--- config.mk ---
export PLATFORM = sky130hd
export DESIGN_NAME = spi_fifo_master
export DESIGN_NICKNAME = d
export VERILOG_FILES = /design/src/rtl/spim_pkg.sv /design/src/rtl/spim_fifo.sv /design/src/rtl/spim_events.sv /design/src/rtl/spim_engine.sv /design/src/rtl/spi_fifo_master.sv
export SDC_FILE = /design/constraint.sdc
export NUM_CORES = 1
export LEC_CHECK = 0
export ABC_CLOCK_PERIOD_IN_PS = 8500
export CAP_MARGIN = 20
export CORE_MARGIN = 3
export CORE_UTILIZATION = 25
export DETAILED_ROUTE_END_ITERATION = 8
export GPL_TIMING_DRIVEN = 0
export MAX_ROUTING_LAYER = met4
export PLACE_DENSITY = 0.37
export REMOVE_ABC_BUFFERS = 1
export SLEW_MARGIN = 10
export SYNTH_ARGS = -nofsm -noshare
export SYNTH_HDL_FRONTEND = slang
export SYNTH_HIERARCHICAL = 1
export SYNTH_SLANG_ARGS = --single-unit
--- constraint.sdc ---
create_clock -name clk -period 8.5 [get_ports clk]
set_input_delay 2.55 -clock clk [delete_from_list [all_inputs] [get_ports clk]]
set_output_delay 2.55 -clock clk [all_outputs]
set_load 0.01 [all_outputs]
--- src/rtl/spim_pkg.sv ---
package spim_pkg;

    localparam int DATA_W  = 24;
    localparam int LEN_W   = 5;
    localparam int MIN_LEN = 4;
    localparam int MAX_LEN = 24;
    localparam int EV_N    = 5;
    localparam int Q_DEPTH = 8;

    // event bit positions
    localparam int EV_DONE  = 0;
    localparam int EV_TXUF  = 1;
    localparam int EV_RXOF  = 2;
    localparam int EV_TXREQ = 3;
    localparam int EV_RXREQ = 4;

    typedef struct packed {
        logic              last;
        logic [DATA_W-1:0] data;
    } tx_entry_t;

    localparam int TXE_W = $bits(tx_entry_t);

    typedef enum logic [1:0] {
        ST_IDLE  = 2'd0,
        ST_SHIFT = 2'd1,
        ST_PAUSE = 2'd2
    } eng_state_t;

    function automatic logic [LEN_W-1:0] clamp_len(input logic [LEN_W-1:0] l);
        if (l < LEN_W'(MIN_LEN))
            return LEN_W'(MIN_LEN);
        else if (l > LEN_W'(MAX_LEN))
            return LEN_W'(MAX_LEN);
        else
            return l;
    endfunction

    // wire position of the idx-th bit on the line
    function automatic logic [LEN_W-1:0] bit_pos(input logic [LEN_W-1:0] len,
                                                 input logic [LEN_W-1:0] idx,
                                                 input logic lsb);
        return lsb ? idx : (len - idx - LEN_W'(1));
    endfunction

endpackage

--- src/rtl/spim_fifo.sv ---
module spim_fifo #(
    parameter int WIDTH = 8,
    parameter int DEPTH = 8
) (
    input  logic             clk,
    input  logic             rst,
    input  logic             flush,
    input  logic             push,
    input  logic [WIDTH-1:0] wdata,
    input  logic             pop,
    output logic [WIDTH-1:0] rdata,
    output logic             full,
    output logic             empty
);
    localparam int AW = (DEPTH > 1) ? $clog2(DEPTH) : 1;
    localparam int CW = $clog2(DEPTH + 1);
    localparam logic [AW-1:0] PTR_LAST = AW'(DEPTH - 1);

    logic [WIDTH-1:0] mem [DEPTH];
    logic [AW-1:0]    wp, rp;
    logic [CW-1:0]    cnt;
    logic             do_push, do_pop;

    assign full    = (cnt == CW'(DEPTH));
    assign empty   = (cnt == '0);
    assign do_push = push && !full;
    assign do_pop  = pop && !empty;
    assign rdata   = mem[rp];

    always_ff @(posedge clk) begin
        if (rst || flush) begin
            wp  <= '0;
            rp  <= '0;
            cnt <= '0;
        end else begin
            if (do_push)
                wp <= (wp == PTR_LAST) ? '0 : wp + AW'(1);
            if (do_pop)
                rp <= (rp == PTR_LAST) ? '0 : rp + AW'(1);
            cnt <= cnt + CW'(do_push) - CW'(do_pop);
        end
    end

    always_ff @(posedge clk) begin
        if (do_push && !flush)
            mem[wp] <= wdata;
    end

    a_r7_count_bound: assert property (@(posedge clk) disable iff (rst)
        cnt <= CW'(DEPTH));

    a_r7_full_push_ignored: assert property (@(posedge clk) disable iff (rst)
        (full && push && !pop && !flush) |=> full);

endmodule

--- src/rtl/spim_events.sv ---
module spim_events
    import spim_pkg::*;
(
    input  logic            clk,
    input  logic            rst,
    input  logic [EV_N-1:0] set_ev,
    input  logic [EV_N-1:0] clr_ev,
    input  logic [EV_N-1:0] mask,
    output logic [EV_N-1:0] pending,
    output logic            irq
);
    for (genvar i = 0; i < EV_N; i++) begin : g_ev
        always_ff @(posedge clk) begin
            if (rst)
                pending[i] <= 1'b0;
            else if (set_ev[i])
                pending[i] <= 1'b1;
            else if (clr_ev[i])
                pending[i] <= 1'b0;
        end

        a_r11_set_wins: assert property (@(posedge clk) disable iff (rst)
            set_ev[i] |=> pending[i]);

        a_r11_w1c: assert property (@(posedge clk) disable iff (rst)
            (clr_ev[i] && !set_ev[i]) |=> !pending[i]);
    end

    assign irq = |(pending & ~mask);

endmodule

--- src/rtl/spim_engine.sv ---
module spim_engine
    import spim_pkg::*;
#(
    parameter int HALF_DIV = 2
) (
    input  logic              clk,
    input  logic              rst,
    input  logic              enable,
    input  logic [LEN_W-1:0]  word_len,
    input  logic              lsb_first,
    input  logic              cpha,
    input  logic              cpol,
    input  logic              loopback,
    input  logic              start,
    input  logic              tx_empty,
    input  tx_entry_t         tx_head,
    output logic              tx_pop,
    output logic              rx_push,
    output logic [DATA_W-1:0] rx_word,
    input  logic              miso,
    output logic              sclk,
    output logic              mosi,
    output logic              ev_done,
    output logic              ev_underflow
);
    localparam int DIV_W = (HALF_DIV > 1) ? $clog2(HALF_DIV) : 1;
    localparam logic [DIV_W-1:0] DIV_LAST = DIV_W'(HALF_DIV - 1);

    eng_state_t        state;
    logic [DIV_W-1:0]  div_cnt;
    logic              phase;      // 0: before leading edge of a bit
    logic [LEN_W-1:0]  bit_idx;
    logic [DATA_W-1:0] tx_word;
    logic              tx_last;
    logic [DATA_W-1:0] rx_acc;
    logic              mosi_q;

    logic              active, tick, lead, trail, sample_now, in_bit;
    logic              word_end, idle_start, load;
    logic [LEN_W-1:0]  cur_pos, next_pos, first_pos;
    logic [DATA_W-1:0] acc_next;

    always_comb begin
        active     = enable && !rst;
        tick       = active && (state == ST_SHIFT) && (div_cnt == DIV_LAST);
        lead       = tick && !phase;
        trail      = tick && phase;
        sample_now = cpha ? trail : lead;
        in_bit     = loopback ? mosi_q : miso;
        cur_pos    = bit_pos(word_len, bit_idx, lsb_first);
        next_pos   = bit_pos(word_len, bit_idx + LEN_W'(1), lsb_first);
        first_pos  = bit_pos(word_len, '0, lsb_first);
        acc_next   = rx_acc;
        if (sample_now)
            acc_next[cur_pos] = in_bit;
        word_end   = trail && (bit_idx == word_len - LEN_W'(1));
        idle_start = active && (state != ST_SHIFT) && start;
        load       = (idle_start && !tx_empty) ||
                     (word_end && !tx_last && !tx_empty);
    end

    assign tx_pop       = load;
    assign rx_push      = word_end;
    assign rx_word      = acc_next;
    assign ev_done      = word_end && tx_last;
    assign ev_underflow = (word_end && !tx_last && tx_empty) ||
                          (idle_start && tx_empty);
    assign sclk         = cpol ^ phase;
    assign mosi         = mosi_q;

    always_ff @(posedge clk) begin
        if (rst || !enable) begin
            state   <= ST_IDLE;
            div_cnt <= '0;
            phase   <= 1'b0;
            bit_idx <= '0;
            tx_word <= '0;
            tx_last <= 1'b0;
            rx_acc  <= '0;
            mosi_q  <= 1'b0;
        end else if (load) begin
            state   <= ST_SHIFT;
            div_cnt <= '0;
            phase   <= 1'b0;
            bit_idx <= '0;
            tx_word <= tx_head.data;
            tx_last <= tx_head.last;
            rx_acc  <= '0;
            mosi_q  <= tx_head.data[first_pos];
        end else if (word_end) begin
            state   <= tx_last ? ST_IDLE : ST_PAUSE;
            div_cnt <= '0;
            phase   <= 1'b0;
            rx_acc  <= '0;
        end else if (idle_start) begin
            state   <= ST_PAUSE;
        end else if (state == ST_SHIFT) begin
            if (tick) begin
                div_cnt <= '0;
                phase   <= ~phase;
                rx_acc  <= acc_next;
                if (!phase) begin
                    if (cpha)
                        mosi_q <= tx_word[cur_pos];
                end else begin
                    bit_idx <= bit_idx + LEN_W'(1);
                    if (!cpha)
                        mosi_q <= tx_word[next_pos];
                end
            end else begin
                div_cnt <= div_cnt + DIV_W'(1);
            end
        end
    end

    a_r3_idle_level: assert property (@(posedge clk) disable iff (rst)
        (state != ST_SHIFT) |-> (sclk == cpol));

    a_r4_done_to_idle: assert property (@(posedge clk) disable iff (rst)
        (ev_done && enable) |=> (state == ST_IDLE));

    a_r5_underflow_pause: assert property (@(posedge clk) disable iff (rst)
        (ev_underflow && enable) |=> (state == ST_PAUSE));

    a_r9_disabled_idle: assert property (@(posedge clk) disable iff (rst)
        !enable |=> (state == ST_IDLE));

endmodule

--- src/rtl/spi_fifo_master.sv ---
module spi_fifo_master
    import spim_pkg::*;
#(
    parameter int HALF_DIV = 2
) (
    input  logic              clk,
    input  logic              rst,
    input  logic              cfg_enable,
    input  logic [LEN_W-1:0]  cfg_word_len,
    input  logic              cfg_lsb_first,
    input  logic              cfg_cpha,
    input  logic              cfg_cpol,
    input  logic              cfg_loopback,
    input  logic              cmd_start,
    input  logic              cmd_clr_tx,
    input  logic              cmd_clr_rx,
    input  logic              tx_push,
    input  logic [DATA_W-1:0] tx_data,
    input  logic              tx_last,
    output logic              tx_full,
    input  logic              rx_pop,
    output logic [DATA_W-1:0] rx_data,
    output logic              rx_empty,
    output logic              dev_ready,
    output logic              tx_clr_busy,
    output logic              rx_clr_busy,
    input  logic [EV_N-1:0]   evt_mask,
    input  logic [EV_N-1:0]   evt_clear,
    output logic [EV_N-1:0]   evt_pending,
    output logic              irq,
    output logic              sclk,
    output logic              mosi,
    input  logic              miso
);
    logic [LEN_W-1:0]  eff_len;
    logic              tx_empty_w, tx_pop_w, rx_push_w, rx_full_w;
    logic              uf_w, done_w, ovf_w;
    logic [DATA_W-1:0] rx_word_w;
    tx_entry_t         tx_in, tx_head;
    logic [TXE_W-1:0]  tx_head_raw;
    logic [EV_N-1:0]   ev_set;

    assign eff_len = clamp_len(cfg_word_len);

    always_ff @(posedge clk) begin
        if (rst) begin
            dev_ready   <= 1'b0;
            tx_clr_busy <= 1'b0;
            rx_clr_busy <= 1'b0;
        end else begin
            dev_ready   <= cfg_enable;
            tx_clr_busy <= cmd_clr_tx && !tx_clr_busy;
            rx_clr_busy <= cmd_clr_rx && !rx_clr_busy;
        end
    end

    assign tx_in   = '{last: tx_last, data: tx_data};
    assign tx_head = tx_entry_t'(tx_head_raw);

    spim_fifo #(.WIDTH(TXE_W), .DEPTH(Q_DEPTH)) u_txq (
        .clk   (clk),
        .rst   (rst),
        .flush (tx_clr_busy),
        .push  (tx_push && !tx_clr_busy),
        .wdata (tx_in),
        .pop   (tx_pop_w),
        .rdata (tx_head_raw),
        .full  (tx_full),
        .empty (tx_empty_w)
    );

    spim_fifo #(.WIDTH(DATA_W), .DEPTH(Q_DEPTH)) u_rxq (
        .clk   (clk),
        .rst   (rst),
        .flush (rx_clr_busy),
        .push  (rx_push_w && !rx_clr_busy),
        .wdata (rx_word_w),
        .pop   (rx_pop),
        .rdata (rx_data),
        .full  (rx_full_w),
        .empty (rx_empty)
    );

    spim_engine #(.HALF_DIV(HALF_DIV)) u_eng (
        .clk          (clk),
        .rst          (rst),
        .enable       (cfg_enable),
        .word_len     (eff_len),
        .lsb_first    (cfg_lsb_first),
        .cpha         (cfg_cpha),
        .cpol         (cfg_cpol),
        .loopback     (cfg_loopback),
        .start        (cmd_start),
        .tx_empty     (tx_empty_w),
        .tx_head      (tx_head),
        .tx_pop       (tx_pop_w),
        .rx_push      (rx_push_w),
        .rx_word      (rx_word_w),
        .miso         (miso),
        .sclk         (sclk),
        .mosi         (mosi),
        .ev_done      (done_w),
        .ev_underflow (uf_w)
    );

    assign ovf_w = rx_push_w && rx_full_w && !rx_clr_busy;

    always_comb begin
        ev_set           = '0;
        ev_set[EV_DONE]  = done_w;
        ev_set[EV_TXUF]  = uf_w;
        ev_set[EV_RXOF]  = ovf_w;
        ev_set[EV_TXREQ] = !tx_full;
        ev_set[EV_RXREQ] = !rx_empty;
    end

    spim_events u_evt (
        .clk     (clk),
        .rst     (rst),
        .set_ev  (ev_set),
        .clr_ev  (evt_clear),
        .mask    (evt_mask),
        .pending (evt_pending),
        .irq     (irq)
    );

    a_r8_clear_busy_one_cycle: assert property (@(posedge clk) disable iff (rst)
        tx_clr_busy |=> !tx_clr_busy);

    a_r8_tx_flush_empty: assert property (@(posedge clk) disable iff (rst)
        tx_clr_busy |=> tx_empty_w);

    a_r8_rx_flush_empty: assert property (@(posedge clk) disable iff (rst)
        rx_clr_busy |=> rx_empty);

    a_r9_ready_follows: assert property (@(posedge clk) disable iff (rst)
        $rose(cfg_enable) |=> dev_ready);

    a_r6_overflow_flag: assert property (@(posedge clk) disable iff (rst)
        (rx_push_w && rx_full_w && !rx_clr_busy) |=> evt_pending[EV_RXOF]);

endmodule

==> flow_summary.json, run 1 <==
{
  "wire_per_inst_um": 20.5,
  "cts_tree": "built",
  "dr_total_vias": 10600,
  "drcViolationCount": 0,
  "muxShareOfSynthArea_pct": 19.5,
  "yosysWarnings": 6,
  "synth_edf_count": 392,
  "syn-cell-area_um2": 20700,
  "cp_max_fo": 14,
  "power_density_nw_per_um2": 220,
  "regArea_um2": 13700,
  "worst_slew_pin_slew_ns": 1.19,
  "n_fill_cell": 8016,
  "coreArea_um2": 81200,
  "finalSetupTns_ns": 0,
  "async_flop_share_pct": 0,
  "htreeDepth": 2,
  "reg2reg_to": "u_rxq/mem[0][0]",
  "rows": 104,
  "min_from": "u_rxq/rp[1]",
  "grt-ovfl-total": 0,
  "netlist_instances": 1179,
  "final_common_cell": "edfxtp_1",
  "final_nets": 1393,
  "period_share_pct": 95.0,
  "peakVddDrop_mv": 0.143,
  "tritoncts.num_buffers": 55,
  "fp.dieW_um": 294,
  "yosys_most_used_dff": "edfxtp_1",
  "synth_top_family_by_area": "multiplexers",
  "first_iter_violations": 494,
  "cts_sinks": 485,
  "total_leakage_power_nw": 8.12,
  "synth_area_leaders": "edfxtp_1 (57%), dfxtp_1 (9.0%), mux4_2 (6.2%), mux4_1 (6.1%), mux2_2 (4.1%)",
  "yosys.area.top_type_share_pct": 56.9,
  "finalCriticalPeriod_ns": 8.08,
  "pre_cts_slack_ns": -0.661,
  "rsz0062_at_grt": "no",
  "end_kind": "register",
  "synth.distinct_cells": 69,
  "drv_slew": 0,
  "cap_violations": 0,
  "synth_area_leader_cell": "edfxtp_1",
  "whs_path_depth": 2,
  "synth_compound_area_share_pct": 2.49,
  "wl_um": 49600,
  "syn_avg_cell_area_um2": 17.5,
  "cts.clk_slew.worst_paths_ns": 0.06,
  "worst_ep_required_time_ns": 8.80,
  "syn_to_final_growth_pct": 20.9,
  "grt_pass1_vias": 11200,
  "die_area_um2": 86200,
  "first_pass_iters": 4,
  "rr_startpoint": "u_eng/bit_idx[2]",
  "synth-seq-cells": 485,
  "final_cell_mix": "edfxtp_1 (392), clkdlybuf4s50_1 (89), dfxtp_1 (87), mux2_2 (75), mux2i_1 (61)",
  "grt_max_degree": 51,
  "cts_root_buf": "clkbuf_16",
  "cts_post_setup_buffers_inserted": 0,
  "drive_above_1_share_pct": 21.2,
  "reg2reg_slack_ns": 4.02,
  "port_buffers": 89,
  "ant_nets": 0,
  "hp-class": "register to register",
  "gp_congestion": 0.723,
  "slew_headroom_pct": 20.8,
  "path_class": "input port to register",
  "cp.arrival_ns": 8.37,
  "multiInputGateArea_um2": 6550,
  "via_per_inst": 4.39,
  "num_antenna_cells": 0,
  "max_freq_mhz": 124,
  "crit_path_start_kind": "input port",
  "rr_worst_depth": 10,
  "seq_area_frac_synth_pct": 65.9,
  "final_cells": 2413,
  "synth_fa_ha_area_share_pct": 2.25,
  "final-hold-violation-count": 0,
  "hpwl_um": 32700,
  "clockBufferDepth": 3,
  "status": "finished clean",
  "clk_latency_ns": 0.61,
  "finalSetupViolCount": 0,
  "grt_pass1_wl_um": 74500,
  "grt_usage_pct": 11.9,
  "grt_antenna_before_repair": 0,
  "fin_worst_skew_ns": 0.0289,
  "place_inst": 2309,
  "start_util_pct": 25.5,
  "ios": 90,
  "die_h_um": 294,
  "setup_ws_ns": 0.425,
  "synth_xor_area_share_pct": 1.18,
  "yosys.area_share.simple_pct": 5.70
}
cells in the mapped netlist, types with 18 or more instances:
cell,n
nor2_1,70
a21oi_1,18
mux2i_1,62
nor2b_1,30
mux2_2,75
mux4_1,48
nand2_1,18
ha_1,30
inv_1,46
mux4_2,57
edfxtp_1,392
clkbuf_1,18
dfxtp_1,93
registers in the layout (all words and copies together), names as in the netlist, 3 cells and up, named ones only:
register / count
u_txq/rp: 3
u_rxq/rp: 3
u_txq/cnt: 4
u_txq/mem: 200
u_eng/rx_acc: 24
u_eng/bit_idx: 5
u_rxq/wp: 3
u_evt/pending: 5
u_eng/tx_word: 24
u_rxq/cnt: 4
u_txq/wp: 3
u_rxq/mem: 192
routing by layer:
layer	track usage [%]	share of wire (%)	vias up
li1	-	-	4937
met1	15.2	45	5442
met2	20.0	50	148
met3	1.91	3.1	59
met4	2.78	1.8	0
met5	-	0	-
critical path, stage by stage:
cell	delay [ns]
clkdlybuf4s50_1	0.88
or3_1	0.21
and3_2	0.45
inv_1	0.23
ha_1	0.64
xnor2_1	0.11
or3_4	0.40
or4b_1	0.56
inv_2	0.09
nor2b_1	0.30
inv_1	0.14
or4_1	0.71
nor3_2	0.59
buf_4	0.32
buf_6	0.17
cell families after synthesis:
kind of cell | count (synthesis)
flops | 485
buf+inv | 103
xor+xnor | 23
mux | 243
compound gates | 73
fa+ha+maj | 35
simple gates | 217
report_power, final:
part           switching (mW)  leakage [nW]  internal, mW  total, mW
Clock                   0.940         0.861          1.34       2.28
Sequential             0.0371          4.30          2.60       2.64
Combinational           0.299          2.95         0.285      0.584
area by class of cell:
| type | count | share of cell area (%) |
|---|---|---|
| inverters | 47 | 0.705 |
| well taps | 1060 | 5.30 |
| repair buffers | 126 | 6.20 |
| multi-input cells | 591 | 26.2 |
| clock inverters | 25 | 0.725 |
| flip-flops and latches | 485 | 54.6 |
| clock buffers | 79 | 6.31 |
repair_timing:
item / in CTS / in global routing
endpoints found under the setup margin: 0 / 20
hold buffers: 0 / 0
resized for setup: 0 / 1
hold endpoints to repair: 0 / 0
per-stage QoR:
| step | instance area [um^2] | util, % | hold slack, ns | total power [mW] |
|---|---|---|---|---|
| 2_1_floorplan | 20200 | - | 0.446 | 3.01 |
| 3_3_place_gp | 22500 | 27.7 | 0.467 | 3.26 |
| 3_5_place_dp | 23300 | 28.6 | 0.465 | 3.29 |
| 4_1_cts | 25000 | 30.8 | 0.474 | 5.63 |
| 5_1_grt | 25000 | 30.8 | 0.513 | 5.76 |
| 6_report | 25000 | 30.8 | 0.466 | 5.50 |
worst max-delay path by stage:
stage / from / endpoint / slack, ns / cells after the start
after CTS: cfg_word_len[4] / u_rxq/mem[0][0] / 0.01 / 15
after floorplan: cfg_word_len[4] / u_rxq/mem[0][0] / 0.63 / 12
final: cfg_word_len[4] / u_rxq/mem[0][0] / 0.42 / 15
after detailed placement: cfg_word_len[4] / u_rxq/mem[0][0] / -0.66 / 15
after global placement: cfg_word_len[4] / u_rxq/mem[0][0] / -3.59 / 13
after global routing: cfg_word_len[4] / u_rxq/mem[0][6] / 0.14 / 15
No activity file was read; power rests on OpenSTA's default activity.
==> inputs of run 2 (changes only) <==
--- a/config.mk
+++ b/config.mk
@@ -8,11 +8,11 @@
 export ABC_CLOCK_PERIOD_IN_PS = 8500
 export CAP_MARGIN = 20
 export CORE_MARGIN = 3
-export CORE_UTILIZATION = 25
+export CORE_UTILIZATION = 43
 export DETAILED_ROUTE_END_ITERATION = 8
 export GPL_TIMING_DRIVEN = 0
 export MAX_ROUTING_LAYER = met4
-export PLACE_DENSITY = 0.37
+export PLACE_DENSITY = 0.57
 export REMOVE_ABC_BUFFERS = 1
 export SLEW_MARGIN = 10
 export SYNTH_ARGS = -nofsm -noshare
==> run 2 against run 1 <==
Via count shrank 0.29%. Fmax grew 0.63%. Register-to-register slack gained 0.23 ns. Power shrank 2.4%. Non-clock buffer count shrank 3. Final cell count shrank 19%. Setup slack gained 0.051 ns. Wire length shrank 15%. Clock skew shrank 0.014 ns. Combinational power shrank 6.2%.
==> flow_summary.json, run 2 (synthesis gave the netlist of run 1 again) <==
{
  "finalCriticalPeriod_ns": 8.02,
  "final_common_cell": "edfxtp_1",
  "cp_slowest_cell": "clkdlybuf4s50_1",
  "first_iter_violations": 549,
  "grt_antenna_before_repair": 2,
  "dr_total_vias": 10600,
  "first_pass_iters": 7,
  "grt_pass1_vias": 11100,
  "rr_startpoint": "u_eng/bit_idx[2]",
  "die_h_um": 225,
  "hp-class": "register to register",
  "cts_tree": "built",
  "cts.clk_slew.worst_paths_ns": 0.06,
  "multiInputGateArea_um2": 6550,
  "whs_path_depth": 2,
  "place_area_um2": 22500,
  "largest_register_ffs": 200,
  "power_density_nw_per_um2": 222,
  "hpwl_um": 26700,
  "final_nets": 1385,
  "finalSetupViolCount": 0,
  "crit_chain": "clkdlybuf4s50_1 -> or3_1 -> and3_1 -> inv_1 -> ha_1 -> xnor2_1 -> or3_4 -> or4b_1 -> inv_2 -> nor2b_1 -> inv_1 -> or4_1 -> nor3_2 -> buf_4 -> buf_4",
  "critical_path_cell_count": 15,
  "n_fill_cell": 3844,
  "wl_um": 42000,
  "grt_pass1_wl_um": 65100,
  "via_per_inst": 5.42,
  "crit_buf_inv": 6,
  "wire_per_inst_um": 21.6,
  "htreeDepth": 2,
  "port_buffers": 89,
  "drv_slew": 0,
  "grt_max_degree": 49,
  "drive_above_1_share_pct": 20.6,
  "cts_root_buf": "clkbuf_16",
  "rr_worst_depth": 10,
  "reg_top3": "u_txq/mem x200, u_rxq/mem x192",
  "ctsResizeCount": 0,
  "end_kind": "register",
  "crit_family": "simple AND/OR/NAND/NOR gates",
  "gp_congestion": 0.767,
  "syn_to_final_growth_pct": 17.1,
  "min_from": "u_rxq/rp[1]",
  "cp.arrival_ns": 8.29,
  "coreArea_um2": 47100,
  "clk_latency_ns": 0.58,
  "rsz0062_at_grt": "no",
  "max_freq_mhz": 125,
  "status": "finished clean",
  "fp.dieW_um": 225,
  "reg2reg_slack_ns": 4.25,
  "largest-register": "u_txq/mem",
  "period_share_pct": 94.4,
  "critPathMaxStageDelay_ns": 0.80,
  "crit_start": "cfg_word_len[4]",
  "ant_nets": 0,
  "peakVddDrop_mv": 0.165,
  "pre_cts_slack_ns": -0.165,
  "tritoncts.num_buffers": 50,
  "cp_max_fo": 14,
  "grt-ovfl-total": 0,
  "drcViolationCount": 0,
  "total_leakage_power_nw": 8.01,
  "die_area_um2": 50800,
  "crit_path_start_kind": "input port",
  "final_area_um2": 24200,
  "finalPower_mw": 5.37,
  "grt_usage_pct": 17.4,
  "ios": 90,
  "worst_ep_required_time_ns": 8.77,
  "setup_ws_ns": 0.476,
  "reg2reg_to": "u_rxq/mem[0][17]",
  "rows": 79,
  "fin_worst_skew_ns": 0.0149,
  "final-hold-violation-count": 0,
  "regArea_um2": 13600,
  "slew_headroom_pct": 23.4,
  "cts_sinks": 485,
  "clockBufferDepth": 3,
  "path_class": "input port to register",
  "cts_post_setup_buffers_inserted": 0,
  "cap_violations": 0,
  "final_cell_mix": "edfxtp_1 (392), clkdlybuf4s50_1 (89), dfxtp_1 (87), mux2_2 (75), mux2i_1 (62)",
  "start_util_pct": 44.0,
  "postCtsHoldBufs": 0,
  "worst_slew_pin_slew_ns": 1.15
}
## run 2: cell types whose count changed in the layout (fill, tap and decap cells not counted), sizes merged
cell,change
clkinvlp,+2
buf,-3
diode,+2
clkbuf,-11
bufinv,+3
clkinv,-6
## run 2: worst max path at each step
stage               slack, ns               end
floorplan                0.63   u_rxq/mem[0][0]
global placement        -2.81  u_rxq/mem[0][19]
detailed placement      -0.16  u_rxq/mem[0][12]
CTS                      0.45  u_rxq/mem[0][17]
global route             0.09  u_rxq/mem[0][18]
finish                   0.48  u_rxq/mem[0][17]
## run 2: power by group
| part | switching [mW] | total (mW) | leakage [nW] | internal, mW |
|---|---|---|---|---|
| Sequential | 0.0432 | 2.64 | 4.30 | 2.60 |
| Clock | 0.872 | 2.18 | 0.804 | 1.31 |
| Combinational | 0.271 | 0.548 | 2.91 | 0.277 |
## run 2: cell type report
class / count / area share [%]
diodes: 2 / 0.0207
clock buffers: 68 / 5.82
clock inverters: 24 / 0.992
inverters: 47 / 0.728
multi-input cells: 591 / 27.0
flip-flops and latches: 485 / 56.3
well taps: 607 / 3.13
repair buffers: 123 / 5.95
## run 2: worst min-delay path, cell delays in order, from the launching register on
cell and delay, ns:
dfxtp_1 0.32, nand2_1 0.06, o21ai_1 0.06
## run 2: per-layer routing
layer / share of wire (%) / up-vias / GRT usage, %
li1: - / 4910 / -
met1: 43 / 5432 / 21.6
met2: 51 / 148 / 29.7
met3: 3.7 / 65 / 2.94
met4: 2.0 / 0 / 4.67
met5: 0 / - / -
## run 2: stage by stage
stage / hold slack [ns] / std cells / setup TNS (ns) / util, %
global route: 0.496 / 1947 / 0 / 51.5
floorplan: 0.446 / 1123 / 0 / -
detailed placement: 0.465 / 1851 / -1.31 / 47.9
CTS: 0.476 / 1943 / 0 / 51.4
finish: 0.469 / 1947 / 0 / 51.5
global placement: 0.457 / 1819 / -306.69 / 46.5
